==> config.mk <==
export PLATFORM = sky130hd
export DESIGN_NAME = pwm_clkgen
export DESIGN_NICKNAME = d
export VERILOG_FILES = /design/src/rtl/pwm_clkgen_pkg.sv /design/src/rtl/pwm_prescaler.sv /design/src/rtl/pwm_lin_div.sv /design/src/rtl/pwm_clkgen.sv
export SDC_FILE = /design/constraint.sdc
export NUM_CORES = 1
export LEC_CHECK = 0
export ABC_CLOCK_PERIOD_IN_PS = 3800
export CAP_MARGIN = 10
export CORE_ASPECT_RATIO = 0.75
export CORE_MARGIN = 4
export CORE_UTILIZATION = 40
export CTS_CLUSTER_DIAMETER = 50
export DETAILED_ROUTE_END_ITERATION = 12
export PLACE_DENSITY_LB_ADDON = 0.12
export SLEW_MARGIN = 20
export SYNTH_ARGS = -nofsm -noshare
export SYNTH_HDL_FRONTEND = slang
export SYNTH_SLANG_ARGS = --single-unit
==> constraint.sdc <==
create_clock -name clk -period 3.8 [get_ports clk]
set_input_delay 1.14 -clock clk [delete_from_list [all_inputs] [get_ports clk]]
set_output_delay 1.14 -clock clk [all_outputs]
set_load 0.05 [all_outputs]
==> src/rtl/pwm_clkgen_pkg.sv <==
package pwm_clkgen_pkg;
  // Which linear divider a configuration write targets
  typedef enum logic {
    DIV_A = 1'b0,
    DIV_B = 1'b1
  } div_id_e;
  localparam int NUM_DIVS = 2;
endpackage

==> src/rtl/pwm_prescaler.sv <==
// Free-running binary prescaler; produces combinational tap strobes
module pwm_prescaler #(
  parameter int PRE_BITS = 10,
  localparam int NUM_TAPS = PRE_BITS + 1
) (
  input  logic                clk,
  input  logic                rst,
  input  logic                run,
  output logic [NUM_TAPS-1:0] taps
);
  logic [PRE_BITS-1:0] phase;

  always_ff @(posedge clk) begin
    if (rst)      phase <= '0;
    else if (run) phase <= phase + 1'b1;
  end

  assign taps[0] = run;

  // Tap k fires when the low k phase bits are all ones
  for (genvar k = 1; k < NUM_TAPS; k++) begin : g_tap
    assign taps[k] = run & (&phase[k-1:0]);
  end
endmodule

==> src/rtl/pwm_lin_div.sv <==
// Linear divider: counts strobes of one selected tap, emits every d-th
module pwm_lin_div #(
  parameter int NUM_TAPS = 11,
  parameter int SEL_W    = 4,
  parameter int DIV_W    = 8
) (
  input  logic                clk,
  input  logic                rst,
  input  logic                wr,
  input  logic [SEL_W-1:0]    sel_in,
  input  logic [DIV_W-1:0]    div_in,
  input  logic [NUM_TAPS-1:0] taps,
  output logic                pulse
);
  localparam logic [SEL_W-1:0] LAST_TAP = SEL_W'(NUM_TAPS - 1);

  logic [SEL_W-1:0] sel_q;
  logic [DIV_W-1:0] div_q;
  logic [DIV_W-1:0] cnt_q;
  logic             src;
  logic             wrap;

  always_comb begin
    src = 1'b0;
    if (sel_q <= LAST_TAP) src = taps[sel_q];
  end

  assign wrap = (cnt_q == div_q - DIV_W'(1));

  always_ff @(posedge clk) begin
    if (rst) begin
      sel_q <= '0;
      div_q <= '0;
      cnt_q <= '0;
      pulse <= 1'b0;
    end else if (wr) begin
      sel_q <= sel_in;
      div_q <= div_in;
      cnt_q <= '0;
      pulse <= 1'b0;
    end else begin
      pulse <= 1'b0;
      if (src && (div_q != '0)) begin
        if (wrap) begin
          cnt_q <= '0;
          pulse <= 1'b1;
        end else begin
          cnt_q <= cnt_q + 1'b1;
        end
      end
    end
  end
endmodule

==> src/rtl/pwm_clkgen.sv <==
module pwm_clkgen
  import pwm_clkgen_pkg::*;
#(
  parameter int PRE_BITS = 10,
  parameter int SEL_W    = 4,
  parameter int DIV_W    = 8,
  localparam int NUM_TAPS = PRE_BITS + 1
) (
  input  logic                clk,
  input  logic                rst,
  input  logic                mclk_en,
  input  logic                cfg_we,
  input  logic                cfg_sel,
  input  logic [SEL_W-1:0]    cfg_tap,
  input  logic [DIV_W-1:0]    cfg_div,
  output logic [NUM_TAPS-1:0] tap_en,
  output logic                clka_en,
  output logic                clkb_en
);
  logic [NUM_TAPS-1:0] taps_c;
  logic [NUM_DIVS-1:0] div_pulse;

  pwm_prescaler #(.PRE_BITS(PRE_BITS)) u_pre (
    .clk  (clk),
    .rst  (rst),
    .run  (mclk_en),
    .taps (taps_c)
  );

  // Registered tap outputs line up with the divider output registers
  always_ff @(posedge clk) begin
    if (rst) tap_en <= '0;
    else     tap_en <= taps_c;
  end

  for (genvar d = 0; d < NUM_DIVS; d++) begin : g_div
    logic wr_d;
    assign wr_d = cfg_we && (cfg_sel == 1'(d));
    pwm_lin_div #(
      .NUM_TAPS (NUM_TAPS),
      .SEL_W    (SEL_W),
      .DIV_W    (DIV_W)
    ) u_div (
      .clk    (clk),
      .rst    (rst),
      .wr     (wr_d),
      .sel_in (cfg_tap),
      .div_in (cfg_div),
      .taps   (taps_c),
      .pulse  (div_pulse[d])
    );
  end

  assign clka_en = div_pulse[DIV_A];
  assign clkb_en = div_pulse[DIV_B];
endmodule

== Word-level counts from Yosys, hierarchy flattened ==
Index checks and enable logic that the tools add are counted.

* Reduce and logical (&&, ||, !) cells: 19
* Multiplexer cells: 10
* Equality and inequality tests: 2
* Magnitude comparators: 4
* Add/sub/neg operators: 5
* Bitwise logic cells: 13

{| class="wikitable"
|+ Operators with widths
! kind !! count
|-
| $add A8 B1 Y8 const B || 2
|-
| $eq A8 B8 Y1 || 2
|-
| $mux W8 || 2
|-
| $reduce_bool A8 Y1 || 2
|-
| $sub A8 B1 Y8 const B || 2
|-
| $add A10 B1 Y10 const B || 1
|-
| $and A1 B1 Y1 || 10
|-
| $lt A4 B5 Y1 const B || 2
|-
| $reduce_and A10 Y1 || 1
|-
| $reduce_and A9 Y1 || 1
|-
| $bmux W1 S4 || 2
|-
| $le A4 B4 Y1 const B || 2
|-
| $reduce_and A8 Y1 || 1
|-
| $reduce_and A7 Y1 || 1
|-
| $mux W1 || 6
|-
| $reduce_and A6 Y1 || 1
|-
| $reduce_or A3 Y1 || 2
|-
| $reduce_and A5 Y1 || 1
|-
| $logic_and A1 B1 Y1 || 4
|-
| $reduce_and A4 Y1 || 1
|-
| $reduce_or A2 Y1 || 2
|-
| $not A1 Y1 || 3
|-
| $reduce_and A3 Y1 || 1
|-
| $reduce_and A2 Y1 || 1
|}

* Word-level logic and storage cells: 63
* Input port bits: 17
* Register bits after elaboration: 63

== Longest topological paths before layout ==
* Depth in word-level cells: 8
* Mapped depth: 13
* Depth with buffers taken out: 12

== Hierarchy ==
A second synthesis with hierarchy kept.

* Cell total of the unflattened synthesis: 352
* Area, all modules: 3298.2 um^2

{| class="wikitable"
|+ By module, submodules not included
! module !! sequential area each (um^2) !! area an instance (um^2) !! times used !! cells an instance
|-
| pwm_lin_div (g_div[1].u_div) || 420.4 || 1211.2 || 1 || 135
|-
| pwm_lin_div (g_div[0].u_div) || 420.4 || 1183.6 || 1 || 128
|-
| pwm_prescaler || 200.2 || 553.0 || 1 || 64
|-
| pwm_clkgen || 220.2 || 350.3 || 1 || 25
|}

== Least setup slack after synthesis ==
OpenSTA, ideal clock, no wires.

* Kind: input to register
* Start: input port mclk_en
* End: register g_div[0].u_div.cnt_q[7]
* Path slack: 1119 ps
* Stages: 7
* Required time: 3730 ps
* Buffers on the path: 1
* Arrival time: 2611 ps
* Cells stage by stage: buf_2 > nand2_1 > o221ai_1 > o21ai_2 > or2_4 > or4_1 > a21boi_1

* Cells in the longest elaborated chain, start to end: 5
* Elaborated cells on any way between the ends: 14

{| class="wikitable"
|+ Ends and longest elaborated chain
! element !! line !! RTL
|-
| start, declared || pwm_clkgen.sv:11 || <nowiki>input logic mclk_en,</nowiki>
|-
| $and A1 B1 Y1 || pwm_prescaler.sv:22 || <nowiki>assign taps[k] = run & (&phase[k-1:0]);</nowiki>
|-
| $bmux W1 S4 (*) || pwm_lin_div.sv:25 || <nowiki>if (sel_q <= LAST_TAP) src = taps[sel_q];</nowiki>
|-
| $mux W1 (implied by the code) (*) || pwm_lin_div.sv:25 ||
|-
| $mux W1 (*) || pwm_lin_div.sv:25 ||
|-
| $logic_and A1 B1 Y1 (*) || pwm_lin_div.sv:43 || <nowiki>if (src && (div_q != '0)) begin</nowiki>
|-
| end signal, assigned || pwm_lin_div.sv:48 || <nowiki>cnt_q <= cnt_q + 1'b1;</nowiki>
|-
| end, declared || pwm_lin_div.sv:19 || <nowiki>logic [DIV_W-1:0] cnt_q;</nowiki>
|}

Mark *: on every way between the ends. The rest lies on a longest branch, timed or not. The select of a mux whose other input is x is not followed.
A chain may end at the register's enable or synchronous reset.

== Final worst setup path ==
* Start: input port mclk_en
* End: register g_div[1].u_div.cnt_q[7]

* Cells in the longest elaborated chain, start to end: 5
* Elaborated cells on any way between the ends: 14

{| class="wikitable"
|+ Ends and longest elaborated chain
! element !! line
|-
| $and A1 B1 Y1 || pwm_prescaler.sv:22
|-
| $bmux W1 S4 (*) || pwm_lin_div.sv:25
|-
| $mux W1 (implied by the code) (*) || pwm_lin_div.sv:25
|-
| $mux W1 (*) || pwm_lin_div.sv:25
|-
| $logic_and A1 B1 Y1 (*) || pwm_lin_div.sv:43
|-
| end signal, assigned || pwm_lin_div.sv:48
|-
| end, declared || pwm_lin_div.sv:19
|}

Marks and branches as above.

==> results.sh <==
export IMPL_finalHoldViolCount=0
export IMPL_via_count=2747
export IMPL_setup_viol_count_final=0
export IMPL_boundaryPins=30
export IMPL_reg2reg_to="g_div[0].u_div.cnt_q[7]$_SDFFE_PP0P_"
export IMPL_clock_latency_ps=340
export IMPL_whs_endpoint="g_div[0].u_div.div_q[5]$_SDFFE_PP0P_"
export IMPL_worst_slack_ps=583
export IMPL_async_flop_share_pct=0
export IMPL_grt_pass1_vias=2476
export IMPL_synth_top_cells_by_count="nand2_1, dfxtp_1, a21oi_1"
export IMPL_hp_class="reg2reg"
export IMPL_netlist_area_sq_um=3210
export IMPL_hold_buffers=0
export IMPL_p_per_area_nw_per_um2=368
export IMPL_dp_hpwl_um=5300
export IMPL_synth_compound_area_share_pct=12.8
export IMPL_cp_slowest_cell="clkdlybuf4s50_1"
export IMPL_grt_pass1_wl_um=12000
export IMPL_areaGrowthSynthToFinish_pct=17.4
export IMPL_yosysTopAreaCellShare_pct=39.3
export IMPL_cp_max_fo=7
export IMPL_synth_cell_types=49
export IMPL_grt_ovfl_total=0
export IMPL_rr_worst_depth=12
export IMPL_required_ps=4040
export IMPL_cp_arrival_ps=3460
export IMPL_cp_end_kind="flop"
export IMPL_tightest_slew_ps=835
export IMPL_route_met2_wl_um=2970
export IMPL_htreeDepth=3
export IMPL_syn_inst=389
export IMPL_finalCriticalPeriod_ps=3220
export IMPL_syn_num_nets=416
export IMPL_p_leak_uw=0.00142
export IMPL_drc_errors=0
export IMPL_n_antenna_cell=0
export IMPL_synth_top_family_by_area="simple AND/OR/NAND/NOR gates"
export IMPL_pre_cts_slack_ps=269
export IMPL_drv_slew=0
export IMPL_hp_start="g_div[0].u_div.div_q[5]$_SDFFE_PP0P_"
export IMPL_detail_route_vias_per_cell=5.23
export IMPL_clock_skew_final_ps=8.64
export IMPL_wl_um=7140
export IMPL_die_area_sq_um=9540
export IMPL_clock_sinks=63
export IMPL_hold_depth=2
export IMPL_rows=27
export IMPL_drtIter0Drc=118
export IMPL_grtUsageTotal_pct=15.4
export IMPL_start_util_pct=42.4
export IMPL_drv_cap=0
export IMPL_synth_seq_area_share_pct=39.3
export IMPL_rsz0062_at_grt="false"
export IMPL_synth_mux_area_share_pct=2.18
export IMPL_core_area_sq_um=7570
export IMPL_clkTransAtPathRegs_ps=70
export IMPL_worstPathCellList="clkdlybuf4s50_1, inv_1, or3_1, o221a_1, nor3_1, nand3_1, o311ai_1"
export IMPL_crit_family="simple AND/OR/NAND/NOR gates"
export IMPL_synth_xor_area_share_pct=9.01
export IMPL_firstDrtPassIters=4
export IMPL_synth_top_cell_by_area="dfxtp_1"
export IMPL_synth_edf_count=0
export IMPL_criticalPathCategory="in2reg"
export IMPL_r2r_start="u_pre.phase[0]$_SDFFE_PP0P_"
export IMPL_nets=446
export IMPL_ir_drop_uv=246
export IMPL_yosysWarnings=0
export IMPL_r2r_slack_ps=750
export IMPL_yosys_area_share_simple_pct=29.6
export IMPL_yosysMostFrequentCell="nand2_1"
export IMPL_port_buffers=29
export IMPL_hold_ws_ps=488
export IMPL_wl_per_cell_um=13.6
export IMPL_cts_setup_buffers=0
export IMPL_cts_resized=0
export IMPL_antenna_left=0
export IMPL_place_congestion=0.839
export IMPL_post_route_period_util_pct=84.7
export IMPL_die_h_um=85.6
export IMPL_status="finished, final reports clean"
export IMPL_clockBufferDepth=2
export IMPL_wl_met3_um=318
export IMPL_cts_tree="yes"
export IMPL_max_clock_freq_mhz=311
export IMPL_maxSlewHeadroom_pct=44.2
export IMPL_route_top_layer_used="met4"
export IMPL_met1_length_um=3770
export IMPL_cp_start_kind="input pin"
export IMPL_dieWidth_um=111
export IMPL_grt_max_degree=25
export IMPL_fill_cells=757
export IMPL_drive_above_1_share_pct=6.60
export IMPL_synthAdderAreaFrac_pct=3.90
export IMPL_cts_root_buf="clkbuf_8"
export IMPL_cpPeakStageDelay_ps=590
export IMPL_cp_num_buf_inv=2
export IMPL_antenna_found_initial=0
export IMPL_ys_seq_elements=63
export IMPL_setup_tns_ps=0
export IMPL_ys_flop_type="dfxtp_1"
export IMPL_syn_avg_cell_area_sq_um=8.25
export IMPL_numCtsBuffers=9
export IMPL_synthTopCellsByArea="dfxtp_1, nand2_1, xnor2_1, a21oi_1, xor2_1"
[layout by cell type (no fill, tap or decap), drive strengths merged, types with 2 or more instances in the layout]
cell type / count
o311ai: 5
and2: 13
inv: 13
nor4b: 2
nor2b: 5
mux2i: 7
a21oi: 29
nand2b: 12
nand4b: 3
xor2: 16
or2: 4
xnor2: 17
dfxtp: 63
nand3b: 2
a21boi: 2
clkdlybuf4s50: 29
o31ai: 3
nor3b: 2
or3: 2
nand2: 74
buf: 4
clkbuf: 11
nor3: 10
ha: 10
nand4: 13
clkinv: 4
o221ai: 2
nand3: 19
and3: 3
nor2: 22
o21ai: 3
nor4: 5
a2111oi: 2
[worst max path at each step]
stage,start,end,cells past startpoint
global route,mclk_en,g_div[1].u_div.cnt_q[6]$_SDFFE_PP0P_,7
global placement,mclk_en,g_div[1].u_div.cnt_q[4]$_SDFFE_PP0P_,7
floorplan,mclk_en,g_div[0].u_div.cnt_q[7]$_SDFFE_PP0P_,7
finish,mclk_en,g_div[1].u_div.cnt_q[7]$_SDFFE_PP0P_,7
CTS,mclk_en,g_div[1].u_div.cnt_q[7]$_SDFFE_PP0P_,7
detailed placement,mclk_en,g_div[1].u_div.cnt_q[5]$_SDFFE_PP0P_,7
[logic make-up (layout without fill, tap and decap cells)]
logic type | after synthesis | in the layout
compound gates | 57 | 57
mux | 7 | 7
xor+xnor | 33 | 33
fa+ha+maj | 10 | 10
flops | 63 | 63
simple gates | 192 | 192
buf+inv | 27 | 62
[layer usage]
metal  vias to the layer above  global-route usage, %
li1                       1417                      -
met1                      1254                   21.6
met2                        68                   22.9
met3                         8                   4.58
met4                         0                   4.09
met5                         -                      0
[state kept, by name, indices dropped and copies added (netlist names)]
register	flops
tap_en	11
g_div.u_div.div_q	16
g_div.u_div.pulse	2
g_div.u_div.cnt_q	16
u_pre.phase	10
g_div.u_div.sel_q	8
[final cells by class]
cell class | instances | area [sq um] | area share, %
Inverter | 13 | 48.8 | 1.29
Tap cell | 101 | 126 | 3.35
Timing Repair Buffer | 33 | 320 | 8.50
Multi-Input combinational cell | 299 | 1850 | 49.0
Clock buffer | 11 | 131 | 3.49
Sequential cell | 63 | 1260 | 33.5
Clock inverter | 5 | 35.0 | 0.930
[metrics by stage]
stage / cells / util [%] / area, sq um / total power (uW)
floorplan: 389 / - / 3210 / 841
global placement: 509 / 47.6 / 3600 / 894
detailed placement: 509 / 47.6 / 3600 / 895
CTS: 525 / 49.8 / 3770 / 1400
global route: 525 / 49.8 / 3770 / 1460
finish: 525 / 49.8 / 3770 / 1390
[report_power, final]
group	switching [uW]	internal, uW
sequential	24.4	678
combinational	98.5	80.5
clock	269	237
total	392	996
[worst min-delay path: cells and delay by family (launching register included)]
kind            cells  cell delay, ps
compound gates      1              50
simple gates        1              60
flops               1             330
(Power assumes the default switching activity.)
